===== config.mk =====
export PLATFORM = sky130hd
export DESIGN_NAME = vag_top
export DESIGN_NICKNAME = d
export VERILOG_FILES = /design/src/rtl/vag_pkg.sv /design/src/rtl/vag_seq.sv /design/src/rtl/vag_addr.sv /design/src/rtl/vag_top.sv
export SDC_FILE = /design/constraint.sdc
export NUM_CORES = 1
export LEC_CHECK = 0
export ABC_CLOCK_PERIOD_IN_PS = 3250
export BUFFER_PORTS_ARGS = -buffer_cell sky130_fd_sc_hd__buf_4
export CORE_ASPECT_RATIO = 1.2
export CORE_MARGIN = 8
export CORE_UTILIZATION = 51
export DETAILED_ROUTE_END_ITERATION = 10
export GPL_TIMING_DRIVEN = 0
export PLACE_DENSITY = 0.77
export SLEW_MARGIN = 20
export SYNTH_ARGS = -nofsm -noshare
export SYNTH_HDL_FRONTEND = slang
export SYNTH_SLANG_ARGS = --single-unit

===== constraint.sdc =====
create_clock -name clk_i -period 3.25 [get_ports clk_i]
set_input_delay 0.325 -clock clk_i [delete_from_list [all_inputs] [get_ports clk_i]]
set_output_delay 0.325 -clock clk_i [all_outputs]
set_load 0.05 [all_outputs]

===== src/rtl/vag_pkg.sv =====
package vag_pkg;
  typedef enum logic [1:0] {
    MODE_STRIDE = 2'd0,
    MODE_INDEX  = 2'd1,
    MODE_LOCAL  = 2'd2
  } vag_mode_e;
endpackage


===== src/rtl/vag_seq.sv =====
module vag_seq #(
  parameter int unsigned LW = 6
) (
  input  logic          clk_i,
  input  logic          rst_ni,
  input  logic          start_i,
  input  logic [LW-1:0] len_i,
  input  logic          fire_i,
  output logic          busy_o,
  output logic [LW-1:0] elem_o,
  output logic          last_o,
  output logic          done_o
);
  logic          busy_q, done_q;
  logic [LW-1:0] elem_q, len_q;

  // len 0 wraps to all-ones, so zero means full depth
  assign last_o = (elem_q == len_q - LW'(1));

  always_ff @(posedge clk_i or negedge rst_ni) begin
    if (!rst_ni) begin
      busy_q <= 1'b0;
      done_q <= 1'b0;
      elem_q <= '0;
      len_q  <= '0;
    end else begin
      done_q <= fire_i && last_o;
      if (start_i) begin
        busy_q <= 1'b1;
        elem_q <= '0;
        len_q  <= len_i;
      end else if (fire_i) begin
        elem_q <= elem_q + LW'(1);
        if (last_o) busy_q <= 1'b0;
      end
    end
  end

  assign busy_o = busy_q;
  assign elem_o = elem_q;
  assign done_o = done_q;
endmodule


===== src/rtl/vag_addr.sv =====
module vag_addr
  import vag_pkg::*;
#(
  parameter int unsigned AW    = 32,
  parameter int unsigned LM_AW = 14
) (
  input  logic          clk_i,
  input  logic          rst_ni,
  input  logic          start_i,
  input  vag_mode_e     mode_i,
  input  logic [AW-1:0] base_i,
  input  logic [AW-1:0] stride_i,
  input  logic          fire_i,
  input  logic [AW-1:0] off_i,
  output logic [AW-1:0] addr_o,
  output logic          lm_err_o,
  output vag_mode_e     mode_o
);
  vag_mode_e     mode_q;
  logic [AW-1:0] base_q, step_q, acc_q, raw;

  always_ff @(posedge clk_i or negedge rst_ni) begin
    if (!rst_ni) begin
      mode_q <= MODE_STRIDE;
      base_q <= '0;
      step_q <= '0;
      acc_q  <= '0;
    end else if (start_i) begin
      mode_q <= mode_i;
      base_q <= base_i;
      acc_q  <= base_i;
      step_q <= (mode_i == MODE_LOCAL) ? AW'(1) : stride_i;
    end else if (fire_i) begin
      acc_q <= acc_q + step_q;
    end
  end

  always_comb begin
    raw      = (mode_q == MODE_INDEX) ? base_q + off_i : acc_q;
    addr_o   = raw;
    lm_err_o = 1'b0;
    if (mode_q == MODE_LOCAL) begin
      addr_o   = {{(AW-LM_AW){1'b0}}, raw[LM_AW-1:0]};
      lm_err_o = |raw[AW-1:LM_AW];
    end
  end

  assign mode_o = mode_q;
endmodule


===== src/rtl/vag_top.sv =====
module vag_top
  import vag_pkg::*;
#(
  parameter int unsigned AW    = 32,
  parameter int unsigned LW    = 6,
  parameter int unsigned LM_AW = 14
) (
  input  logic          clk_i,
  input  logic          rst_ni,
  input  logic          req_valid_i,
  output logic          req_ready_o,
  input  logic [1:0]    req_mode_i,
  input  logic [AW-1:0] req_base_i,
  input  logic [AW-1:0] req_stride_i,
  input  logic [LW-1:0] req_len_i,
  input  logic [AW-1:0] off_i,
  output logic          addr_valid_o,
  input  logic          addr_ready_i,
  output logic [AW-1:0] addr_o,
  output logic [LW-1:0] elem_o,
  output logic          last_o,
  output logic          lm_err_o,
  output logic          done_o
);
  logic      busy, start, fire, err_raw;
  vag_mode_e mode_q;

  assign start = req_valid_i && !busy;
  assign fire  = busy && addr_ready_i;

  vag_seq #(.LW(LW)) u_seq (
    .clk_i   (clk_i),
    .rst_ni  (rst_ni),
    .start_i (start),
    .len_i   (req_len_i),
    .fire_i  (fire),
    .busy_o  (busy),
    .elem_o  (elem_o),
    .last_o  (last_o),
    .done_o  (done_o)
  );

  vag_addr #(.AW(AW), .LM_AW(LM_AW)) u_addr (
    .clk_i    (clk_i),
    .rst_ni   (rst_ni),
    .start_i  (start),
    .mode_i   (vag_mode_e'(req_mode_i)),
    .base_i   (req_base_i),
    .stride_i (req_stride_i),
    .fire_i   (fire),
    .off_i    (off_i),
    .addr_o   (addr_o),
    .lm_err_o (err_raw),
    .mode_o   (mode_q)
  );

  assign req_ready_o  = !busy;
  assign addr_valid_o = busy;
  assign lm_err_o     = busy && err_raw;
endmodule


==> impl_metrics.tcl, run 1 <==
set metrics [dict create \
    fin_skew_ns 0.007622 \
    layout_commonest_cell "nand2_1" \
    slowest_delay_ns 0.42 \
    die_width_um 130.7 \
    cts_root_buffer "clkbuf_16" \
    dr.pass1.iters 5 \
    async_flop_share_pct 100.0 \
    synth_area_sq_um 8046 \
    yosys.cell_types.count 68 \
    coreArea_sq_um 15510 \
    fp.dieArea_sq_um 20070 \
    rows 50 \
    grt_max_degree 113 \
    p_per_area_nw_per_um2 1199 \
    drtAntennaViolNets 0 \
    yosys_warnings 0 \
    tritoncts "built" \
    gr-usage-met3_pct 5.329 \
    vias_per_cell 5.899 \
    grt_pass1_vias 8052 \
    syn_area_per_cell_sq_um 8.338 \
    drt-wirelength-per-cell_um 19.81 \
    post-route-util_pct 67.58 \
    cp-start-kind "flip-flop" \
    crit_path_top_delay_cell "or3b_4" \
    dp_cells 1323 \
    arrival_ns 3.64 \
    rsz0062_at_grt "true" \
    dp_hpwl_um 20720 \
    io_buffers 150 \
    use_met1_pct 32.06 \
    final.fill_count 1319 \
    cts_sinks 112 \
    yosysSeqAreaShare_pct 34.83 \
    grtUsageTotal_pct 26.39 \
    r2r_end "u_addr.acc_q[30]" \
    grt.overflow.total 0 \
    rrSetupSlack_ns 0.15 \
    synth_area_leader_cell "dfrtp_1" \
    initial_core_util_pct 51.86 \
    die_h_um 153.6 \
    critical_path_class "reg -> out" \
    synth_fp_nets 1139 \
    ir_drop_uv 1322 \
    synth_flop_cell "dfrtp_1" \
    crit_chain "ha_4 -> inv_2 -> fa_2 -> nor2b_4 -> o2111ai_2 -> a31oi_2 -> o21ai_2 -> a21oi_2 -> a41oi_2 -> nor2b_4 -> mux2i_2 -> or3b_4 -> nor3_4 -> a41oi_2 -> buf_6" \
    setup_viol 17 \
    cp_max_fo 4 \
    crit_path_end_kind "primary output" \
    cts_buffer_depth 2 \
    wl_um 26880 \
    crit_end "lm_err_o" \
    nets 1318 \
    synth_top_area_share_pct 34.83 \
    cp.required_ns 2.92 \
    synthCells 965 \
    synth_area_leaders "dfrtp_1 35%, ha_1 10%, nand2_1 8.3%, a21oi_1 5.0%, o21ai_0 4.8%" \
    setup_ws_ns -0.7161 \
    min_path_type "in -> async" \
    design_area_sq_um 10490 \
    relSlewSlack_pct 40.19 \
    critPathLaunch "u_addr.base_q[0]" \
    antenna_found_initial 0 \
    cap_violations 0 \
    io_pins 151 \
    worstReg2RegStart "u_addr.acc_q[0]" \
    worstSkewPairLatency_ns 0.36 \
    syn2layout_area_growth_pct 30.31 \
    hold_viol_final 0 \
    status "finished with violations" \
    drive_gt1_share_pct 23.76 \
    drcViolationCount 0 \
    worst_pin_slew_ns 0.8972 \
    synth_edf_count 0 \
    finalCriticalPeriod_ns 3.966 \
    drt_iter0_markers 637 \
    reg2regPathDepth 14 \
    slew_violations 0 \
    htreeDepth 3 \
    clk_pin_slew_ns 0.07 \
    gp_congestion 0.9278 \
    placed_cell_area_sq_um 9465 \
    layout_common_cells "178 x nand2_1, 154 x buf_4, 112 x dfrtp_1, 72 x a21oi_1, 68 x o21ai_0" \
    busiest_layer "met2" \
    dp_slack_ns -0.7004 \
    cts_buffers 9 \
    violations "setup timing" \
    fmax_ghz 0.2521 \
    finalCritPeriodShare_pct 122.0 \
    hold_buffers 0 \
    grt_pass1_wl_um 41250 \
    ys_ff_latch 112 \
    leakagePower_uw 0.005025 \
    num_vias 8005 \
    grtUsageMet2_pct 44.14 \
    final_cells 1357 \
    insertedDiodeCount 0 \
]
==> power breakdown <==
part,total [uW],switching [uW],internal (uW)
logic,8550,5150,3400
registers,2730,715,2010
clock network,1290,535,759
total,12600,6400,6170
==> logic make-up (layout without fill, tap and decap cells) <==
group / count (synthesis) / after routing / synth area share (%)
simple gates: 346 / 346 / 19.00
fa+ha+maj: 66 / 66 / 10.45
xor+xnor: 55 / 55 / 5.987
mux: 14 / 14 / 1.742
flops: 112 / 112 / 34.83
buf+inv: 66 / 250 / 3.094
compound gates: 306 / 306 / 24.90
==> layer usage <==
layer / part of all wire (%) / up-vias
met5: 0 / -
met4: 4.1 / 0
met3: 7.5 / 69
met2: 49 / 346
met1: 40 / 3789
li1: - / 3801
==> cell usage after synthesis (all sizes together) (7+ instances only) <==
cell type,n
o21ai,87
nand2,179
and3,7
nor2,65
clkbuf,37
nor3,18
nand4,9
mux2i,14
o31ai,7
nand3,20
nor2b,12
xor2,18
a211oi,10
ha,64
xnor2,37
o22ai,7
a21oi,83
a22o,31
inv,26
o21a,9
a21o,30
dfrtp,112
nand2b,14
==> cell type report <==
cell class	instances	area, sq um	share of cell area [%]
plain buffers	34	132.6	1.265
clock buffers	10	229.0	2.184
clock inverters	6	115.1	1.098
inverters	26	97.59	0.9308
multi-input cells	787	5456	52.04
flip-flops and latches	112	2803	26.73
well taps	208	260.3	2.482
repair buffers	174	1391	13.27
==> registers in the layout, indices dropped and copies added (netlist names) <==
register,flops
u_addr.acc_q,32
u_addr.mode_o,2
u_seq.len_q,6
u_seq.busy_o,1
u_addr.step_q,32
u_seq.elem_o,6
u_seq.done_o,1
u_addr.base_q,32
==> worst min path at each step <==
stage / to / slack [ns] / cells after the start
after floorplan: u_addr.acc_q[0] / 0.03 / 0
after global placement: u_addr.base_q[30] / 0.46 / 2
after global routing: u_addr.base_q[27] / 0.15 / 1
after CTS: u_addr.base_q[27] / 0.16 / 1
after detailed placement: u_addr.base_q[27] / 0.47 / 2
final: u_addr.base_q[27] / 0.08 / 1
==> stage by stage <==
| stage | hold slack, ns | total power, uW | setup TNS (ns) |
|---|---|---|---|
| 2_1_floorplan | 0.02941 | 8132 | -0.2983 |
| 3_3_place_gp | 0.4624 | 10130 | -1.926 |
| 3_5_place_dp | 0.4688 | 10260 | -1.933 |
| 4_1_cts | 0.1551 | 12000 | -3.287 |
| 5_1_grt | 0.1463 | 13370 | -7.110 |
| 6_report | 0.08353 | 12570 | -5.132 |
==> worst max-delay path: cells and delay by family, from the launching register on <==
kind	cells	cell delay (ns)
AOI/OAI and AO/OA	6	1.07
DFF	1	0.41
and+or+nand+nor	4	0.86
buffers and inverters	2	0.22
muxes	1	0.21
adders and majority gates	2	0.53
==> timing repair <==
item	4_1_cts	5_1_grt
setup buffers	11	15
resized for setup	54	51
cloned	0	0
pin swaps	20	40
endpoints found under the setup margin	28	33
No activity file was read; power rests on OpenSTA's default activity.
==> run 2, diff against run 1 <==
- ABC_AREA: default -> 0
- ABC_CLOCK_PERIOD_IN_PS: 3250 -> 4800
- CORE_UTILIZATION: 51 -> 55
- PLACE_DENSITY: 0.77 -> 0.79
- clock period: 3.25 -> 4.8 ns (I/O delays scaled with it)
==> impl_metrics.tcl, run 2 (synthesis gave the netlist of run 1 again) <==
set metrics [dict create \
    fmax_ghz 0.2250 \
    grtUsageTotal_pct 26.64 \
    layout_common_cells "178 x nand2_1, 149 x buf_4, 112 x dfrtp_1, 80 x a21oi_1, 77 x o21ai_0" \
    relSlewSlack_pct 39.95 \
    layout_commonest_cell "nand2_1" \
    cap_violations 0 \
    hold_viol_final 0 \
    io_pins 151 \
    cts_buffer_depth 2 \
    grt_max_degree 113 \
    cts_resized 0 \
    die_width_um 126.4 \
    tritoncts "built" \
    finalSetupTns_ns 0 \
    vias_per_cell 6.104 \
    total_power_uw 7693 \
    rows 48 \
    nets 1300 \
    cp.required_ns 4.32 \
    worst_pin_slew_ns 0.9007 \
    cts_root_buffer "clkbuf_16" \
    r2r_end "u_addr.acc_q[30]" \
    arrival_ns 3.96 \
    crit_path_top_delay_cell "fa_1" \
    worstReg2RegStart "u_addr.acc_q[0]" \
    grt_pass1_wl_um 39750 \
    worstSkewPairLatency_ns 0.36 \
    grt.overflow.total 0 \
    largestRegisters "u_addr.acc_q: 32 flops, u_addr.base_q: 32 flops, u_addr.step_q: 32 flops" \
    initial_core_util_pct 56.06 \
    drcViolationCount 0 \
    num_vias 7972 \
    status "finished clean" \
    critical_path_class "reg -> out" \
    cpLargestDelayFamily "compound AO/OA/AOI/OAI gates" \
    drive_gt1_share_pct 16.45 \
    coreArea_sq_um 14350 \
    rsz0062_at_grt "false" \
    rrSetupSlack_ns 1.47 \
    post_cts_buffers 0 \
    dp_hpwl_um 19990 \
    fin_skew_ns 0.007790 \
    crit_chain "ha_1 -> inv_1 -> fa_1 -> nor2b_1 -> o2111ai_1 -> a31oi_2 -> o21ai_2 -> a21oi_2 -> a41oi_1 -> nor2b_1 -> mux2i_1 -> or3b_1 -> nor3_1 -> a41oi_1 -> buf_4" \
    min_path_type "in -> async" \
    antenna_found_initial 0 \
    setup_viol 0 \
    grt_pass1_vias 7912 \
    slowest_delay_ns 0.43 \
    ir_drop_uv 555.3 \
    hold_buffers 0 \
    leakagePower_uw 0.004804 \
    die_h_um 148.5 \
    cts_buffers 9 \
    reg2regPathDepth 14 \
    p_per_area_nw_per_um2 793.4 \
    io_buffers 150 \
    fp.dieArea_sq_um 18770 \
    insertedDiodeCount 0 \
    cp_max_fo 4 \
    cp-start-kind "flip-flop" \
    drt_iter0_markers 626 \
    drtAntennaViolNets 0 \
    htreeDepth 3 \
    finalCritPeriodShare_pct 92.58 \
    crit_path_end_kind "primary output" \
    wl_um 25080 \
    finalCriticalPeriod_ns 4.444 \
    dr.pass1.iters 6 \
    gp_congestion 0.9579 \
    cp.depth 15 \
    syn2layout_area_growth_pct 20.51 \
    cp.buffers_inverters 2 \
    drt-wirelength-per-cell_um 19.20 \
    slew_violations 0 \
    clk_pin_slew_ns 0.07 \
    cts_sinks 112 \
]
run 2: worst reg2reg max path, cell delays in order, from the launching register on:
cell	delay, ns
dfrtp_1	0.41
ha_1	0.25
inv_1	0.08
fa_1	0.20
nor2b_1	0.09
o21ai_2	0.14
a21boi_1	0.14
o311ai_1	0.41
nand2_2	0.13
a311oi_2	0.36
o21ai_2	0.14
o211ai_2	0.18
nand2_1	0.10
or4_1	0.42
a31oi_1	0.20
run 2: final cells by class:
type / count / area, sq um
Multi-Input combinational cell: 787 / 4995
Fill cell: 1206 / 4657
Sequential cell: 112 / 2803
Timing Repair Buffer: 150 / 1132
Clock buffer: 11 / 242.7
Tap cell: 175 / 219.0
Buffer: 40 / 151.4
Inverter: 26 / 97.59
Clock inverter: 5 / 56.30
run 2: worst max-delay path by stage:
stage | slack [ns] | from | end
2_1_floorplan | 0.80 | off_i[0] | lm_err_o
3_3_place_gp | 0.59 | off_i[0] | lm_err_o
3_5_place_dp | 0.58 | off_i[0] | lm_err_o
4_1_cts | 0.41 | u_addr.base_q[0] | lm_err_o
5_1_grt | 0.13 | u_addr.base_q[0] | lm_err_o
6_report | 0.36 | u_addr.base_q[0] | lm_err_o
run 2: power breakdown:
group	total [uW]	internal, uW	switching, uW
sequential	1790	1360	422
combinational	5140	1930	3210
clock	766	419	347
run 2: metal layers:
layer	wire, um	GRT usage, %	vias to the layer above
met5	0	0	-
met4	1101	13.20	0
met3	1792	5.122	77
met2	12340	45.73	360
met1	9842	31.22	3766
li1	-	-	3769
run 2: per-stage QoR:
stage               std cells  setup WS, ns  area [sq um]  utilization [%]  hold slack, ns
floorplan                 965        0.7955          8046                -          0.1844
global placement         1290        0.5861          9392            65.43          0.4637
detailed placement       1290        0.5768          9395            65.46          0.4688
CTS                      1306        0.4115          9694            67.54          0.3063
global route             1306        0.1257          9697            67.56          0.3088
finish                   1306        0.3563          9697            67.56          0.2407
